===== config.mk =====
export PLATFORM = sky130hd
export DESIGN_NAME = bitport_ctrl
export DESIGN_NICKNAME = d
export VERILOG_FILES = /design/src/rtl/bitport_pkg.sv /design/src/rtl/bitport_sync.sv /design/src/rtl/bitport_latch.sv /design/src/rtl/bitport_cfg.sv /design/src/rtl/bitport_ctrl.sv
export SDC_FILE = /design/constraint.sdc
export NUM_CORES = 1
export LEC_CHECK = 0
export BUFFER_PORTS_ARGS = -buffer_cell sky130_fd_sc_hd__buf_4
export CAP_MARGIN = 5
export CORE_UTILIZATION = 53
export DETAILED_ROUTE_END_ITERATION = 6
export GPL_ROUTABILITY_DRIVEN = 1
export PLACE_DENSITY = 0.88
export SLEW_MARGIN = 30
export SYNTH_ARGS = -nofsm -noshare
export SYNTH_HDL_FRONTEND = slang
export SYNTH_SLANG_ARGS = --single-unit
export TNS_END_PERCENT = 20

===== constraint.sdc =====
create_clock -name clk -period 2.3 [get_ports clk]
set_clock_uncertainty 0.05 [all_clocks]
set_input_delay 0 -clock clk [delete_from_list [all_inputs] [get_ports clk]]
set_output_delay 0 -clock clk [all_outputs]
set_load 0.03 [all_outputs]

===== src/rtl/bitport_pkg.sv =====
package bitport_pkg;
  typedef enum logic [1:0] {
    OP_SET = 2'b00,
    OP_RST = 2'b01,
    OP_CLR = 2'b10,
    OP_TST = 2'b11
  } bp_op_e;
endpackage


===== src/rtl/bitport_sync.sv =====
module bitport_sync #(
  parameter int W      = 6,
  parameter int STAGES = 2
) (
  input  logic         clk,
  input  logic         rst_n,
  input  logic [W-1:0] d,
  output logic [W-1:0] q
);
  logic [W-1:0] stage [STAGES];

  for (genvar s = 0; s < STAGES; s++) begin : g_stage
    always_ff @(posedge clk) begin
      if (!rst_n) stage[s] <= '1;
      else if (s == 0) stage[s] <= d;
      else stage[s] <= stage[(s == 0) ? 0 : s-1];
    end
  end

  assign q = stage[STAGES-1];
endmodule


===== src/rtl/bitport_latch.sv =====
module bitport_latch
  import bitport_pkg::*;
#(
  parameter int NPINS = 6,
  parameter int PTR_W = 4
) (
  input  logic             clk,
  input  logic             rst_n,
  input  logic             cmd_valid,
  input  bp_op_e           cmd_op,
  input  logic [PTR_W-1:0] ptr,
  input  logic [NPINS-1:0] pin_sync,
  output logic [NPINS-1:0] latch_q,
  output logic             skip_q
);
  localparam int IDX_W = $clog2(NPINS);

  logic [NPINS-1:0] sel;
  logic             ptr_ok;
  logic             sel_level;

  for (genvar i = 0; i < NPINS; i++) begin : g_dec
    assign sel[i] = (ptr == PTR_W'(i));
  end

  assign ptr_ok    = |sel;
  assign sel_level = |(pin_sync & sel);

  always_ff @(posedge clk) begin
    if (!rst_n) begin
      latch_q <= '1;
      skip_q  <= 1'b0;
    end else begin
      skip_q <= cmd_valid && (cmd_op == OP_TST) && ptr_ok && !sel_level;
      if (cmd_valid) begin
        unique case (cmd_op)
          OP_SET:  latch_q <= latch_q | sel;
          OP_RST:  latch_q <= latch_q & ~sel;
          OP_CLR:  latch_q <= '1;
          default: latch_q <= latch_q;
        endcase
      end
    end
  end

  assert_set_bit_R2: assert property (@(posedge clk) disable iff (!rst_n)
    (cmd_valid && cmd_op == OP_SET && ptr < PTR_W'(NPINS))
      |=> latch_q[$past(ptr[IDX_W-1:0])] == 1'b1);

  assert_reset_bit_R3: assert property (@(posedge clk) disable iff (!rst_n)
    (cmd_valid && cmd_op == OP_RST && ptr < PTR_W'(NPINS))
      |=> latch_q[$past(ptr[IDX_W-1:0])] == 1'b0);

  assert_clear_all_R4: assert property (@(posedge clk) disable iff (!rst_n)
    (cmd_valid && cmd_op == OP_CLR) |=> (&latch_q));

  assert_bad_ptr_hold_R5: assert property (@(posedge clk) disable iff (!rst_n)
    (cmd_valid && (cmd_op == OP_SET || cmd_op == OP_RST) && ptr >= PTR_W'(NPINS))
      |=> $stable(latch_q));

  assert_skip_one_shot_R7: assert property (@(posedge clk) disable iff (!rst_n)
    !(cmd_valid && cmd_op == OP_TST) |=> !skip_q);

  assert_idle_hold_R11: assert property (@(posedge clk) disable iff (!rst_n)
    !cmd_valid |=> $stable(latch_q));
endmodule


===== src/rtl/bitport_cfg.sv =====
module bitport_cfg #(
  parameter int NALT = 2
) (
  input  logic            clk,
  input  logic            rst_n,
  input  logic            cfg_we,
  input  logic [NALT-1:0] pu_d,
  input  logic [NALT-1:0] wk_d,
  input  logic [NALT-1:0] alt_sync,
  output logic [NALT-1:0] pu_q,
  output logic [NALT-1:0] wk_q,
  output logic            wake_q
);
  always_ff @(posedge clk) begin
    if (!rst_n) begin
      pu_q   <= '0;
      wk_q   <= '0;
      wake_q <= 1'b0;
    end else begin
      if (cfg_we) begin
        pu_q <= pu_d;
        wk_q <= wk_d;
      end
      wake_q <= |(wk_q & ~alt_sync);
    end
  end

  assert_cfg_hold_R9: assert property (@(posedge clk) disable iff (!rst_n)
    !cfg_we |=> ($stable(pu_q) && $stable(wk_q)));

  assert_wake_masked_R10: assert property (@(posedge clk) disable iff (!rst_n)
    (wk_q == '0) |=> !wake_q);
endmodule


===== src/rtl/bitport_ctrl.sv =====
module bitport_ctrl
  import bitport_pkg::*;
#(
  parameter int NPINS   = 6,
  parameter int PTR_W   = 4,
  parameter int SYNC_N  = 2,
  parameter int SHARE_A = 2,
  parameter int SHARE_B = 3
) (
  input  logic             clk,
  input  logic             rst_n,
  input  logic             cmd_valid,
  input  logic [1:0]       cmd_op,
  input  logic [PTR_W-1:0] ptr_y,
  input  logic [NPINS-1:0] pad_in,
  input  logic             alt2_latch,
  input  logic             alt3_latch,
  input  logic             cfg_we,
  input  logic [1:0]       cfg_pullup,
  input  logic [1:0]       cfg_wake,
  output logic [NPINS-1:0] pad_oe,
  output logic [1:0]       pullup_en,
  output logic             skip_out,
  output logic             wake_req
);
  logic [NPINS-1:0] pin_sync;
  logic [NPINS-1:0] latch_q;
  logic [1:0]       wake_en;
  logic [1:0]       shared_lvl;

  bitport_sync #(.W(NPINS), .STAGES(SYNC_N)) u_sync (
    .clk(clk), .rst_n(rst_n), .d(pad_in), .q(pin_sync)
  );

  bitport_latch #(.NPINS(NPINS), .PTR_W(PTR_W)) u_latch (
    .clk(clk), .rst_n(rst_n), .cmd_valid(cmd_valid),
    .cmd_op(bp_op_e'(cmd_op)), .ptr(ptr_y), .pin_sync(pin_sync),
    .latch_q(latch_q), .skip_q(skip_out)
  );

  assign shared_lvl = {pin_sync[SHARE_B], pin_sync[SHARE_A]};

  bitport_cfg #(.NALT(2)) u_cfg (
    .clk(clk), .rst_n(rst_n), .cfg_we(cfg_we), .pu_d(cfg_pullup),
    .wk_d(cfg_wake), .alt_sync(shared_lvl), .pu_q(pullup_en),
    .wk_q(wake_en), .wake_q(wake_req)
  );

  for (genvar i = 0; i < NPINS; i++) begin : g_oe
    if (i == SHARE_A) begin : g_sa
      assign pad_oe[i] = ~(latch_q[i] & alt2_latch);
    end else if (i == SHARE_B) begin : g_sb
      assign pad_oe[i] = ~(latch_q[i] & alt3_latch);
    end else begin : g_own
      assign pad_oe[i] = ~latch_q[i];
    end
  end

  assert_shared_low_R8: assert property (@(posedge clk) disable iff (!rst_n)
    (!alt2_latch || !alt3_latch) |-> (pad_oe[SHARE_A] || alt2_latch) && (pad_oe[SHARE_B] || alt3_latch));
endmodule


Word-level counts from Yosys, hierarchy flattened:

Memories as Yosys holds them, arrays and structs flattened.
Index checks and enable logic that the tools add are counted.
Widths: inputs -> output; s select.

* register bits: 12
* RAM bits: 12
* bits of input ports: 22
* output and inout port bits: 10
* word-level logic and storage cells: 46
* memories: 1

Memory list
* u_sync.stage: words 2, width 6, read ports 2, clocked after Yosys merged registers in 0, wr ports 2, line bitport_sync.sv:10 `logic [W-1:0] stage [STAGES];`

* equality and inequality tests: 8
* muxes and demuxes: 5
* bitwise operators: 16
* reduce and logical (&&, ||, !) cells: 11

Operator list (count)
* $pmux 6 s3: 1
* $and 6x6->6: 2
* $mux 6: 2
* $reduce_or 6->1: 2
* $eq 4x2->1 const B: 2
* $eq 4x3->1 const B: 2
* $not 1->1: 6
* $not 6->6: 1
* $or 6x6->6: 1
* $eq 2x2->1 const B: 2
* $eq 4x1->1 const B: 1
* $logic_not 4->1: 1
* $logic_and 1x1->1: 3
* $reduce_bool 3->1: 1
* $and 1x1->1: 2
* $and 2x2->2: 1
* $eq 2x1->1 const B: 1
* $logic_not 2->1: 1
* $mux 1: 2
* $not 2->2: 1
* $or 1x1->1: 2
* $reduce_and 2->1: 1
* $reduce_or 2->1: 1
* $logic_not 1->1: 1

Depth between registers and ports, before layout:

* word-level depth: 5
* mapped depth: 6
* gate-level depth less buffers: 5

By module:

From an unflattened synthesis, not the netlist that was laid out.

* cell total of the unflattened synthesis: 93
* area, all modules: 1043.5 um2

By module, submodules not included
* bitport_latch: times used 1, cells each 45, area an instance 485.5 um2, sequential area each 140.1 um2
* bitport_sync: times used 1, cells each 25, area an instance 339.1 um2, sequential area each 240.2 um2
* bitport_cfg: times used 1, cells each 17, area an instance 196.4 um2, sequential area each 100.1 um2
* bitport_ctrl: times used 1, cells each 6, area an instance 22.5 um2, sequential area each 0.0 um2

Least setup slack after synthesis:

Ideal clock, no wire load.

* path kind: input port to flip-flop
* start point: input cmd_op[0]
* end point: register u_latch.latch_q[4]
* library setup time: 0.122 ns
* arrival time: 1.274 ns
* required time: 2.128 ns
* path slack: 0.854 ns
* cell stages on the path: 6
* buffers on the path: 1
* cell sequence: inv_1 -> ha_1 -> or3b_1 -> clkbuf_2 -> a21o_1 -> a221o_1

* cells in the longest elaborated chain, start to end: 3
* elaborated cells between the ends (all ways): 6
* those cells by class: 2 x eq/ne; 1 x mux; 3 x reduce/logical

Ends and longest elaborated chain
* start, declared: line bitport_ctrl.sv:13 `input logic [1:0] cmd_op,`
* $eq 2x1->1 (tied with other cells): line bitport_latch.sv:36 `unique case (cmd_op)`
* $reduce_bool 3->1 (no line)
* $reduce_and 2->1 (no line)
* end signal, assigned: line bitport_latch.sv:37 `OP_SET: latch_q <= latch_q | sel;`
* end signal, assigned: line bitport_latch.sv:38 `OP_RST: latch_q <= latch_q & ~sel;`
* end signal, assigned: line bitport_latch.sv:40 `default: latch_q <= latch_q;`
* end, declared: line bitport_latch.sv:13 `output logic [NPINS-1:0] latch_q,`

Several ways; a longest one is shown, not always the timed one.
A chain may end at the register's enable or synchronous reset.

==> results.md <==
- Timing-limited maximum frequency: 560 MHz
- Residual antenna-violating net count after detailed routing: 0
- Cell with the largest stage delay on the worst path: sky130_fd_sc_hd__dlygate4sd3_1
- Area inside the core boundary: 1820 sq um
- Yosys synthesis warning count: 0
- Number of global-route vias before repair: 932
- Effective utilization at floorplan: 59.3%
- Ys flop type: sky130_fd_sc_hd__dfxtp_1
- Clock latency on the worst-skew pair: 0.31 ns
- Data required time of the critical path: 2.47 ns
- Placer's final routability congestion estimate: 0.901
- Die footprint: 2220 sq um
- Die Ht: 47.1 um
- Share of flip-flops with an asynchronous set or reset: 0%
- Most Frequent Cell on Critical Path: sky130_fd_sc_hd__dlygate4sd3_1
- Post-route setup TNS: 0 ns
- Detailed-route vias per instance: 5.26
- First-pass GRT wire length: 4.47 mm
- Number of antenna violations at the first check in global routing: 0
- Final global-route overflow total: 0
- Buffers & Inverters on Critical Path: 4
- Most common cell in the netlist: sky130_fd_sc_hd__dfxtp_1
- Mean routed wirelength per cell: 15.9 um
- Pwr Density: 535 nW/um^2
- Worst-path maximum fanout: 1
- Worst slack at placement: 0.662 ns
- Most used standard cells in the synthesized netlist: 24 x sky130_fd_sc_hd__dfxtp_1, 14 x sky130_fd_sc_hd__nand2b_1, 10 x sky130_fd_sc_hd__inv_1
- Final max-slew violation count: 0
- Max_slew headroom: 70.5%
- Final worst-path setup slack: 0.516 ns
- Count of antenna diodes in the layout: 0
- CTS max path bufs: 2
- RSZ-0062 raised after global routing: false
- Total wire length: 3.04 mm
- Largest net degree at the start of global routing: 21
- Clock tree from TritonCTS: done
- CTS clock-pin slew for the worst setup and hold paths: 0.13 ns
- Static Leak: 0.000721 uW
- CP Cell Sequence: dlygate4sd3_1 -> buf_4 -> mux2i_1 -> dlygate4sd3_1 -> nor2b_1 -> dlygate4sd3_1
- Synth area leaders: sky130_fd_sc_hd__dfxtp_1 44%, sky130_fd_sc_hd__nand2b_1 8.1%, sky130_fd_sc_hd__ha_1 4.6%
- Number of enable flip-flop cells after synthesis: 0
- Crit Path Category: input port to flip-flop
- Worst-case vdd ir drop: 563 uV
- Htree depth: 1
- Max Cap Violations: 0
- Total vias in the final route: 1005
- Min cycle time layout: 1.78 ns
- Post-synthesis register bit count: 24
- Pre-Repair DR Iteration Count: 4
- Final period util: 77.6%
- Initial drt markers: 23
- Fraction of final layout cells with drive strength greater than 1: 22.9%
- Stages on the worst setup path: 6
- Number of cells traversed by the worst register-to-register path: 4
- Startpoint type of the worst setup path: input port
- Proportion of synthesized chip area in sequential cells: 44.5%
- Final Hold Vio Count: 0
- Endpoint kind of the worst setup timing path: flip-flop
- Detailed placement HPWL: 1.50 mm
- Number of standard-cell rows in the floorplan: 15
- Number of endpoints failing setup at the final stage: 0
- Synthesized area: 1080 sq um
- CP Data Arrival Time: 1.95 ns
- Post-synth cell types: 34
- Die width: 47.1 um
- Filler instances: 82
- I/O pin count: 32
- Area fraction of the dominant cell type after synthesis: 44.5%
- Clk root buf: sky130_fd_sc_hd__clkbuf_4
- Layout net count: 193
- Post-synth top area cell: sky130_fd_sc_hd__dfxtp_1
- Number of cells produced by synthesis: 111
- Number of nets in the synthesized netlist: 137
- Area added between synthesis and finish: 49.2%
- Peak per-stage delay on the critical path: 0.57 ns
- Number of CTS-inserted buffers: 3
- Type of the tightest min-delay check: input port to flip-flop
- Gr usage total: 30.5%
- CP delay by family, top: buffers and inverters
- Worst-Margin Slew: 0.437 ns
- Mean instance size in the synthesized netlist: 9.73 sq um
- Port Buffers: 31
- Clock sink count: 24
- Cell depth of the worst hold path: 4
- Residual DRC: 0
- Status: complete, no violations
-- worst paths after layout --
check	from	end	slack (ns)
worst max-delay path	cfg_pullup[1]	u_cfg.pu_q[1]	0.52
worst min-delay path	ptr_y[1]	u_latch.skip_q	0.03
worst max register to register	u_cfg.pu_q[1]	u_cfg.pu_q[1]	0.54
worst min register to register	u_sync.stage[0][5]	u_sync.stage[1][5]	0.39
-- through the flow --
| stage | power (uW) | cells | util (%) | area [sq um] | hold slack [ns] |
|---|---|---|---|---|---|
| after global routing | 896 | 191 | 88.5 | 1610 | 0.0548 |
| after floorplan | 542 | 111 | - | 1080 | 0.0515 |
| after detailed placement | 600 | 160 | 71.7 | 1310 | 0.138 |
| final | 863 | 191 | 88.5 | 1610 | 0.0278 |
| after CTS | 846 | 191 | 88.5 | 1610 | 0.0218 |
| after global placement | 593 | 160 | 71.7 | 1310 | 0.134 |
-- power by group --
group	internal, uW	leakage (uW)	switching (uW)
Combinational	102	0.000502	89.6
Sequential	438	0.000198	9.65
Clock	96.8	0.0000210	126
Total	637	0.000721	225
-- worst reg2reg max path, delay by kind of cell, from the launching register on --
| kind | cells | cell delay (ns) |
|---|---|---|
| buffers and inverters | 2 | 1.11 |
| AND/OR/NAND/NOR | 1 | 0.04 |
| multiplexers | 1 | 0.11 |
| flip-flops | 1 | 0.34 |
-- cell families after synthesis --
logic type | share of synthesized area [%]
muxes | 4.64
buffers and inverters | 7.07
AOI/OAI and AO/OA | 11.8
and+or+nand+nor | 27.3
adders and majority gates | 4.64
DFF | 44.5
-- final cells by class --
| cell class | instances | area, sq um | area share [%] |
|---|---|---|---|
| flip-flops and latches | 24 | 480 | 29.8 |
| inverters | 10 | 37.5 | 2.33 |
| clock buffers | 4 | 36.3 | 2.25 |
| repair buffers | 58 | 503 | 31.2 |
| well taps | 25 | 31.3 | 1.94 |
| multi-input cells | 70 | 523 | 32.5 |
-- metal layers --
metal,track usage (%),vias up,routed length (um)
li1,-,492,-
met2,55.8,31,1610
met1,36.4,474,1290
met5,0,-,0
met3,3.08,8,97
met4,12.0,0,49
-- cell usage in the layout (no fill, tap or decap), types with 4 or more instances in the layout --
cell,count
sky130_fd_sc_hd__buf_4,31
sky130_fd_sc_hd__dlygate4sd3_1,27
sky130_fd_sc_hd__dfxtp_1,24
sky130_fd_sc_hd__nand2b_1,14
sky130_fd_sc_hd__inv_1,10
sky130_fd_sc_hd__nor2b_1,6
sky130_fd_sc_hd__mux2i_1,5
sky130_fd_sc_hd__a21oi_1,4
sky130_fd_sc_hd__nand3b_1,4
sky130_fd_sc_hd__ha_1,4
-- what timing repair did --
item,4_1_cts,5_1_grt
resized for setup,0,0
hold endpoints to repair,21,0
hold buffers,27,0
buffers inserted,0,0
endpoints found under the setup margin,0,0
-- flip-flops by register name (all words and copies together), names as in the netlist --
name	flops
u_latch.latch_q	6
u_cfg.wake_q	1
u_cfg.wk_q	2
u_latch.skip_q	1
u_cfg.pu_q	2
u_sync.stage	12
(Power assumes the default switching activity.)
